**src/rtl/aia_pkg.sv**
```systemverilog
package aia_pkg;
   localparam int unsigned WORD_W  = 32;
   localparam int unsigned GIS_POS = 31;
   localparam int unsigned CIS_POS = 30;
   localparam int unsigned MAX_STREAMS = 30;

   typedef enum logic [1:0] {
      SEL_NONE   = 2'd0,
      SEL_STATUS = 2'd1,
      SEL_CLOCK  = 2'd2
   } rd_sel_e;
endpackage

```
**src/rtl/aia_stream_or.sv**
```systemverilog
module aia_stream_or #(
   parameter int unsigned NUM_STREAMS = 8,
   parameter int unsigned SRC_PER     = 3
) (
   input  logic [NUM_STREAMS*SRC_PER-1:0] src,
   output logic [NUM_STREAMS-1:0]         bits
);
   generate
      for (genvar s = 0; s < NUM_STREAMS; s++) begin : g_stream
         assign bits[s] = |src[s*SRC_PER +: SRC_PER];
      end
   endgenerate
endmodule

```
**src/rtl/aia_status_pack.sv**
```systemverilog
module aia_status_pack
   import aia_pkg::*;
#(
   parameter int unsigned NUM_STREAMS = 8
) (
   input  logic [NUM_STREAMS-1:0] stream_bits,
   input  logic                   rsp_irq,
   input  logic                   rsp_ovr,
   input  logic                   sdin_chg,
   output logic [WORD_W-1:0]      word,
   output logic                   ctrl_bit,
   output logic                   glob_bit
);
   localparam int unsigned PAD_W = CIS_POS - NUM_STREAMS;

   assign ctrl_bit = rsp_irq | rsp_ovr | sdin_chg;
   assign glob_bit = ctrl_bit | (|stream_bits);

   generate
      if (PAD_W > 0) begin : g_pad
         assign word = {glob_bit, ctrl_bit, {PAD_W{1'b0}}, stream_bits};
      end else begin : g_nopad
         assign word = {glob_bit, ctrl_bit, stream_bits};
      end
   endgenerate
endmodule

```
**src/rtl/aia_wall_clock.sv**
```systemverilog
module aia_wall_clock #(
   parameter int unsigned CNT_W = 32
) (
   input  logic             clk,
   input  logic             rst_n,
   input  logic             run,
   input  logic             tick,
   input  logic             load,
   input  logic [CNT_W-1:0] load_val,
   output logic [CNT_W-1:0] count
);
   always_ff @(posedge clk or negedge rst_n) begin
      if (!rst_n)           count <= '0;
      else if (load)        count <= load_val;
      else if (run && tick) count <= count + 1'b1;
   end
endmodule

```
**src/rtl/aia_irq_gate.sv**
```systemverilog
module aia_irq_gate #(
   parameter int unsigned NUM_STREAMS = 8
) (
   input  logic                   clk,
   input  logic                   rst_n,
   input  logic [NUM_STREAMS-1:0] stream_bits,
   input  logic [NUM_STREAMS-1:0] stream_en,
   input  logic                   ctrl_bit,
   input  logic                   ctrl_en,
   input  logic                   glob_en,
   output logic                   irq
);
   logic pend;
   assign pend = (|(stream_bits & stream_en)) | (ctrl_bit & ctrl_en);

   always_ff @(posedge clk or negedge rst_n) begin
      if (!rst_n) irq <= 1'b0;
      else        irq <= glob_en & pend;
   end
endmodule

```
**src/rtl/aia_read_port.sv**
```systemverilog
module aia_read_port
   import aia_pkg::*;
#(
   parameter int unsigned ADDR_W     = 8,
   parameter logic [ADDR_W-1:0] STATUS_OFS = 'h24,
   parameter logic [ADDR_W-1:0] CLOCK_OFS  = 'h30
) (
   input  logic              clk,
   input  logic              rst_n,
   input  logic              acc_en,
   input  logic              acc_wr,
   input  logic [ADDR_W-1:0] addr,
   input  logic [WORD_W-1:0] status_word,
   input  logic [WORD_W-1:0] clock_val,
   output logic [WORD_W-1:0] data
);
   rd_sel_e          sel;
   logic [WORD_W-1:0] mux;

   always_comb begin
      if (addr == STATUS_OFS)     sel = SEL_STATUS;
      else if (addr == CLOCK_OFS) sel = SEL_CLOCK;
      else                        sel = SEL_NONE;
   end

   always_comb begin
      unique case (sel)
         SEL_STATUS: mux = status_word;
         SEL_CLOCK:  mux = clock_val;
         default:    mux = '0;
      endcase
   end

   always_ff @(posedge clk or negedge rst_n) begin
      if (!rst_n)                data <= '0;
      else if (acc_en && !acc_wr) data <= mux;
   end
endmodule

```
**src/rtl/audio_irq_aggregator.sv**
```systemverilog
module audio_irq_aggregator
   import aia_pkg::*;
#(
   parameter int unsigned NUM_IN     = 4,
   parameter int unsigned NUM_OUT    = 4,
   parameter int unsigned SRC_PER    = 3,
   parameter int unsigned ADDR_W     = 8,
   parameter logic [ADDR_W-1:0] STATUS_OFS = 'h24,
   parameter logic [ADDR_W-1:0] CLOCK_OFS  = 'h30,
   localparam int unsigned NUM_STREAMS = NUM_IN + NUM_OUT
) (
   input  logic                      clk,
   input  logic                      rst_n,
   input  logic [NUM_IN*SRC_PER-1:0] in_src,
   input  logic [NUM_OUT*SRC_PER-1:0] out_src,
   input  logic                      rsp_irq,
   input  logic                      rsp_ovr,
   input  logic                      sdin_chg,
   input  logic [NUM_STREAMS-1:0]    stream_en,
   input  logic                      ctrl_en,
   input  logic                      glob_en,
   input  logic                      link_clk_en,
   input  logic                      bclk_tick,
   input  logic                      tst_load,
   input  logic [WORD_W-1:0]         tst_value,
   input  logic                      rd_en,
   input  logic                      wr_en,
   input  logic [ADDR_W-1:0]         rd_addr,
   output logic [WORD_W-1:0]         rd_data,
   output logic [WORD_W-1:0]         status_word,
   output logic                      global_sum,
   output logic                      irq_req
);
   generate
      if (NUM_STREAMS > MAX_STREAMS || NUM_STREAMS == 0) begin : g_bad_streams
         $error("stream count must be 1..%0d", MAX_STREAMS);
      end
      if (SRC_PER == 0) begin : g_bad_src
         $error("each stream needs at least one source");
      end
      if (STATUS_OFS == CLOCK_OFS) begin : g_bad_ofs
         $error("register offsets must differ");
      end
   endgenerate

   logic [NUM_STREAMS*SRC_PER-1:0] all_src;
   logic [NUM_STREAMS-1:0]         stream_bits;
   logic                           ctrl_bit;
   logic                           glob_bit;
   logic [WORD_W-1:0]              wall_cnt;

   // input streams occupy the low positions, output streams follow
   assign all_src = {out_src, in_src};

   aia_stream_or #(.NUM_STREAMS(NUM_STREAMS), .SRC_PER(SRC_PER)) u_or (
      .src  (all_src),
      .bits (stream_bits)
   );

   aia_status_pack #(.NUM_STREAMS(NUM_STREAMS)) u_pack (
      .stream_bits (stream_bits),
      .rsp_irq     (rsp_irq),
      .rsp_ovr     (rsp_ovr),
      .sdin_chg    (sdin_chg),
      .word        (status_word),
      .ctrl_bit    (ctrl_bit),
      .glob_bit    (glob_bit)
   );

   assign global_sum = glob_bit;

   aia_irq_gate #(.NUM_STREAMS(NUM_STREAMS)) u_gate (
      .clk         (clk),
      .rst_n       (rst_n),
      .stream_bits (stream_bits),
      .stream_en   (stream_en),
      .ctrl_bit    (ctrl_bit),
      .ctrl_en     (ctrl_en),
      .glob_en     (glob_en),
      .irq         (irq_req)
   );

   aia_wall_clock #(.CNT_W(WORD_W)) u_clock (
      .clk      (clk),
      .rst_n    (rst_n),
      .run      (link_clk_en),
      .tick     (bclk_tick),
      .load     (tst_load),
      .load_val (tst_value),
      .count    (wall_cnt)
   );

   aia_read_port #(
      .ADDR_W     (ADDR_W),
      .STATUS_OFS (STATUS_OFS),
      .CLOCK_OFS  (CLOCK_OFS)
   ) u_port (
      .clk         (clk),
      .rst_n       (rst_n),
      .acc_en      (rd_en),
      .acc_wr      (wr_en),
      .addr        (rd_addr),
      .status_word (status_word),
      .clock_val   (wall_cnt),
      .data        (rd_data)
   );
endmodule

```
**config.mk**
```make
export PLATFORM = sky130hd
export DESIGN_NAME = audio_irq_aggregator
export DESIGN_NICKNAME = d
export VERILOG_FILES = /design/src/rtl/aia_pkg.sv /design/src/rtl/aia_stream_or.sv /design/src/rtl/aia_status_pack.sv /design/src/rtl/aia_wall_clock.sv /design/src/rtl/aia_irq_gate.sv /design/src/rtl/aia_read_port.sv /design/src/rtl/audio_irq_aggregator.sv
export SDC_FILE = /design/constraint.sdc
export NUM_CORES = 1
export LEC_CHECK = 0
export ABC_AREA = 1
export BUFFER_PORTS_ARGS = -buffer_cell sky130_fd_sc_hd__buf_2
export CORE_MARGIN = 3
export CORE_UTILIZATION = 40
export CTS_CLUSTER_DIAMETER = 80
export DETAILED_ROUTE_END_ITERATION = 16
export HOLD_SLACK_MARGIN = 0.03
export PLACE_DENSITY = 0.71
export SYNTH_ARGS = -nofsm -noshare
export SYNTH_HDL_FRONTEND = slang
export SYNTH_SLANG_ARGS = --single-unit
```
**constraint.sdc**
```tcl
create_clock -name clk -period 3.8 [get_ports clk]
set_input_delay 0.19 -clock clk [delete_from_list [all_inputs] [get_ports clk]]
set_output_delay 0.19 -clock clk [all_outputs]
set_load 0.005 [all_outputs]
```
==> qor.yml <==
worst_setup_path:
  cp.required_ps: 4050
  crit_chain: "buf_2 -> clkinv_1 -> buf_4 -> nand2_1 -> inv_1 -> nand2_1 -> o21ai_0 -> o21ai_0 -> nand2_1"
  worstRegToRegCells: 10
  cp.arrival_ps: 2100
  critical_path_class: "in2reg"
  worstReg2RegEnd: "u_clock.count[28]"
  cp_max_fo: 29
  worst_path_max_delay_cell: "buf_2"
  rrSetupSlack_ps: 2110
  crit_buf_inv: 4
  cp_top_family: "buffers and inverters"
  crit_top_cell: "nand2_1"
  rr_startpoint: "u_clock.count[0]"
  end_kind: "register"
  critPathLaunchType: "input pin"
  slowest_delay_ps: 480
sta:
  final-max-slew-violation-count: 0
  fmax_mhz: 540.5
  finClkSkew_ps: 11.36
  fin_ws_ps: 1950
  setup_violations: 0
  finalHoldViolations: 0
  min_period_ps: 1850
  rsz0062_at_grt: "no"
  worst_pin_slew_ps: 1239
  fin_crit_sh_pct: 48.68
  finalSetupTns_ps: 0
  relSlewSlack_pct: 17.30
clock_tree:
  cts_root_buf: "clkbuf_8"
  postCtsResizedCells: 0
  cts_max_path_buffers: 2
  clk_pin_slew_worst_paths_ps: 80
  cts_num_sinks: 65
  clk-insertion-delay-late_ps: 360
  htreeDepth: 3
  numCtsBuffers: 9
  cts_tree: "yes"
die:
  num_rows: 36
  die_h_um: 107.6
  dieArea_um2: 11570
  io-pin-count: 150
  start_util_pct: 41.65
  coreArea_um2: 9910
  die_w_um: 107.6
logic_synthesis:
  ys_seq_area_share_pct: 39.41
  synthTopCellsByArea: "dfrtp_1, nand2_1, nand3_1"
  ys_warn_count: 0
  synth_seq_cells: 65
  synth_area_per_cell_um2: 6.668
  synth_cells: 619
  netlist_area_um2: 4128
  post_synth_num_cell_types: 31
  synth_top_area_share_pct: 39.41
  yosysTopAreaCell: "dfrtp_1"
power_and_ir_drop:
  ir_drop_mv: 0.1667
  p_leak_nw: 2.811
  power.density_nw_per_um2: 350.1
grt:
  antenna_found_initial: 0
  grt_pass1_wl_um: 20240
  grt_pass1_vias: 4078
  grt_max_degree: 34
  grt.overflow.total: 0
  grt_usage_pct: 22.08
route:
  first_pass_iters: 5
  drtIter0Drc: 218
  drtAntennaViolNets: 0
  via_per_inst: 4.939
  drt-wirelength-per-cell_um: 14.24
  vias: 4346
  drc_errors: 0
  wirelength_um: 12530
worst_hold_path:
  whs_endpoint: "u_clock.count[4]"
  hp-start: "tst_value[4]"
  min_path_type: "in2reg"
  whs_path_depth: 3
place:
  gp_congestion: 0.9521
  port_buffers: 127
  pre_cts_slack_ps: 1637
  hpwl_um: 9609
finish:
  area_delta_synth_final_pct: 22.07
  diodes: 0
  nets: 827
  filler_cell_count: 1058
  drive_gt1_share_pct: 22.36
run_status:
  status: "completed"
run:
  cap_violations: 0
## cells in the final DEF (no fill, tap or decap), types with 5 or more instances in the layout
master    instances
nand2_2           6
dfrtp_1          65
nor2_1           52
inv_1            59
nor2_2            6
o21ai_0          13
conb_1           22
nand3_1          78
clkbuf_8          9
nand2_1         252
o211ai_1          8
buf_2           127
nand4_1           8
a21oi_1           5
nor2_4            5
## cells by family (layout without fill, tap and decap cells)
kind of cell    Yosys count  count (layout)  synth area share, %
compound gates           33              33                5.032
xor+xnor                  2               2               0.4244
fa+ha+maj                 1               1               0.3031
buf+inv                 101             208                11.58
flops                    65              65                39.41
other cells               1              22              0.09085
simple gates            416             416                43.16
## worst min-delay path, cell delays in order
cell and delay [ps]:
buf_2 80, nand2_1 40, nand2_1 50
## how the worst max path moves through the flow
stage,startpoint,endpoint,slack (ps),cells past startpoint
finish,tst_load,u_clock.count[4],1950,9
detailed placement,tst_load,u_clock.count[4],1640,9
CTS,tst_load,u_clock.count[4],2010,9
global placement,tst_load,u_clock.count[4],1710,9
floorplan,u_clock.count[0],u_clock.count[28],2400,10
global route,tst_load,u_clock.count[4],1730,9
## per-layer routing
layer | routed length [um] | GRT usage [%]
met5 | 0 | 0
met4 | 190 | 5.951
met3 | 740 | 4.019
met2 | 5902 | 35.70
met1 | 5700 | 30.44
## report_power, final
group,total (mW),switching (mW),internal (mW)
clock network,0.731,0.292,0.439
logic,0.239,0.148,0.0908
registers,0.794,0.0638,0.730
total,1.76,0.504,1.26
## cell usage after synthesis
library cell and number:
inv_1 59, nand2_1 252, dfrtp_1 65, buf_1 1
a21oi_1 5, nor2_2 5, nor3_4 1, nand4_1 8
xnor2_1 1, conb_1 1, o311ai_0 2, nor3_1 3
a31oi_1 1, nor2_1 53, buf_4 25, o221ai_1 3
or2_2 2, xor2_1 1, nand2_2 6, nor2_4 5
a21boi_0 1, o21ai_0 13, buf_2 4, clkinv_1 2
nor3_2 1, nand3b_1 1, ha_1 1, clkbuf_1 10
nand3_2 1, o211ai_1 8, nand3_1 78
## cell type report
| cell class | instances | area, um2 | area share, % |
|---|---|---|---|
| Clock inverter | 6 | 116.4 | 2.309 |
| Timing Repair Buffer | 131 | 668.1 | 13.26 |
| Multi-Input combinational cell | 474 | 2105 | 41.77 |
| Clock buffer | 10 | 127.6 | 2.533 |
| Tap cell | 133 | 166.4 | 3.303 |
| Sequential cell | 65 | 1627 | 32.28 |
| Inverter | 61 | 229.0 | 4.544 |
## metrics by stage
stage / total power [mW] / cells / hold WS (ps) / instance area (um2) / util, %
finish: 1.764 / 880 / 36.77 / 5039 / 50.85
global route: 1.853 / 880 / 47.13 / 5039 / 50.85
CTS: 1.771 / 880 / 32.82 / 5039 / 50.85
detailed placement: 1.043 / 863 / 303.1 / 4785 / 48.28
global placement: 1.038 / 863 / 291.3 / 4785 / 48.28
floorplan: 0.9402 / 640 / -105.6 / 4207 / -
## flip-flops by register name, summed over array words and instances, names as in the netlist
name	count
u_clock.count	32
u_gate.irq	1
u_port.data	32
## what timing repair did
item / 4_1_cts / 5_1_grt
buffers inserted: 0 / 0
endpoints found under the hold margin: 32 / 0
hold buffers: 1 / 0
(Power assumes the default switching activity.)
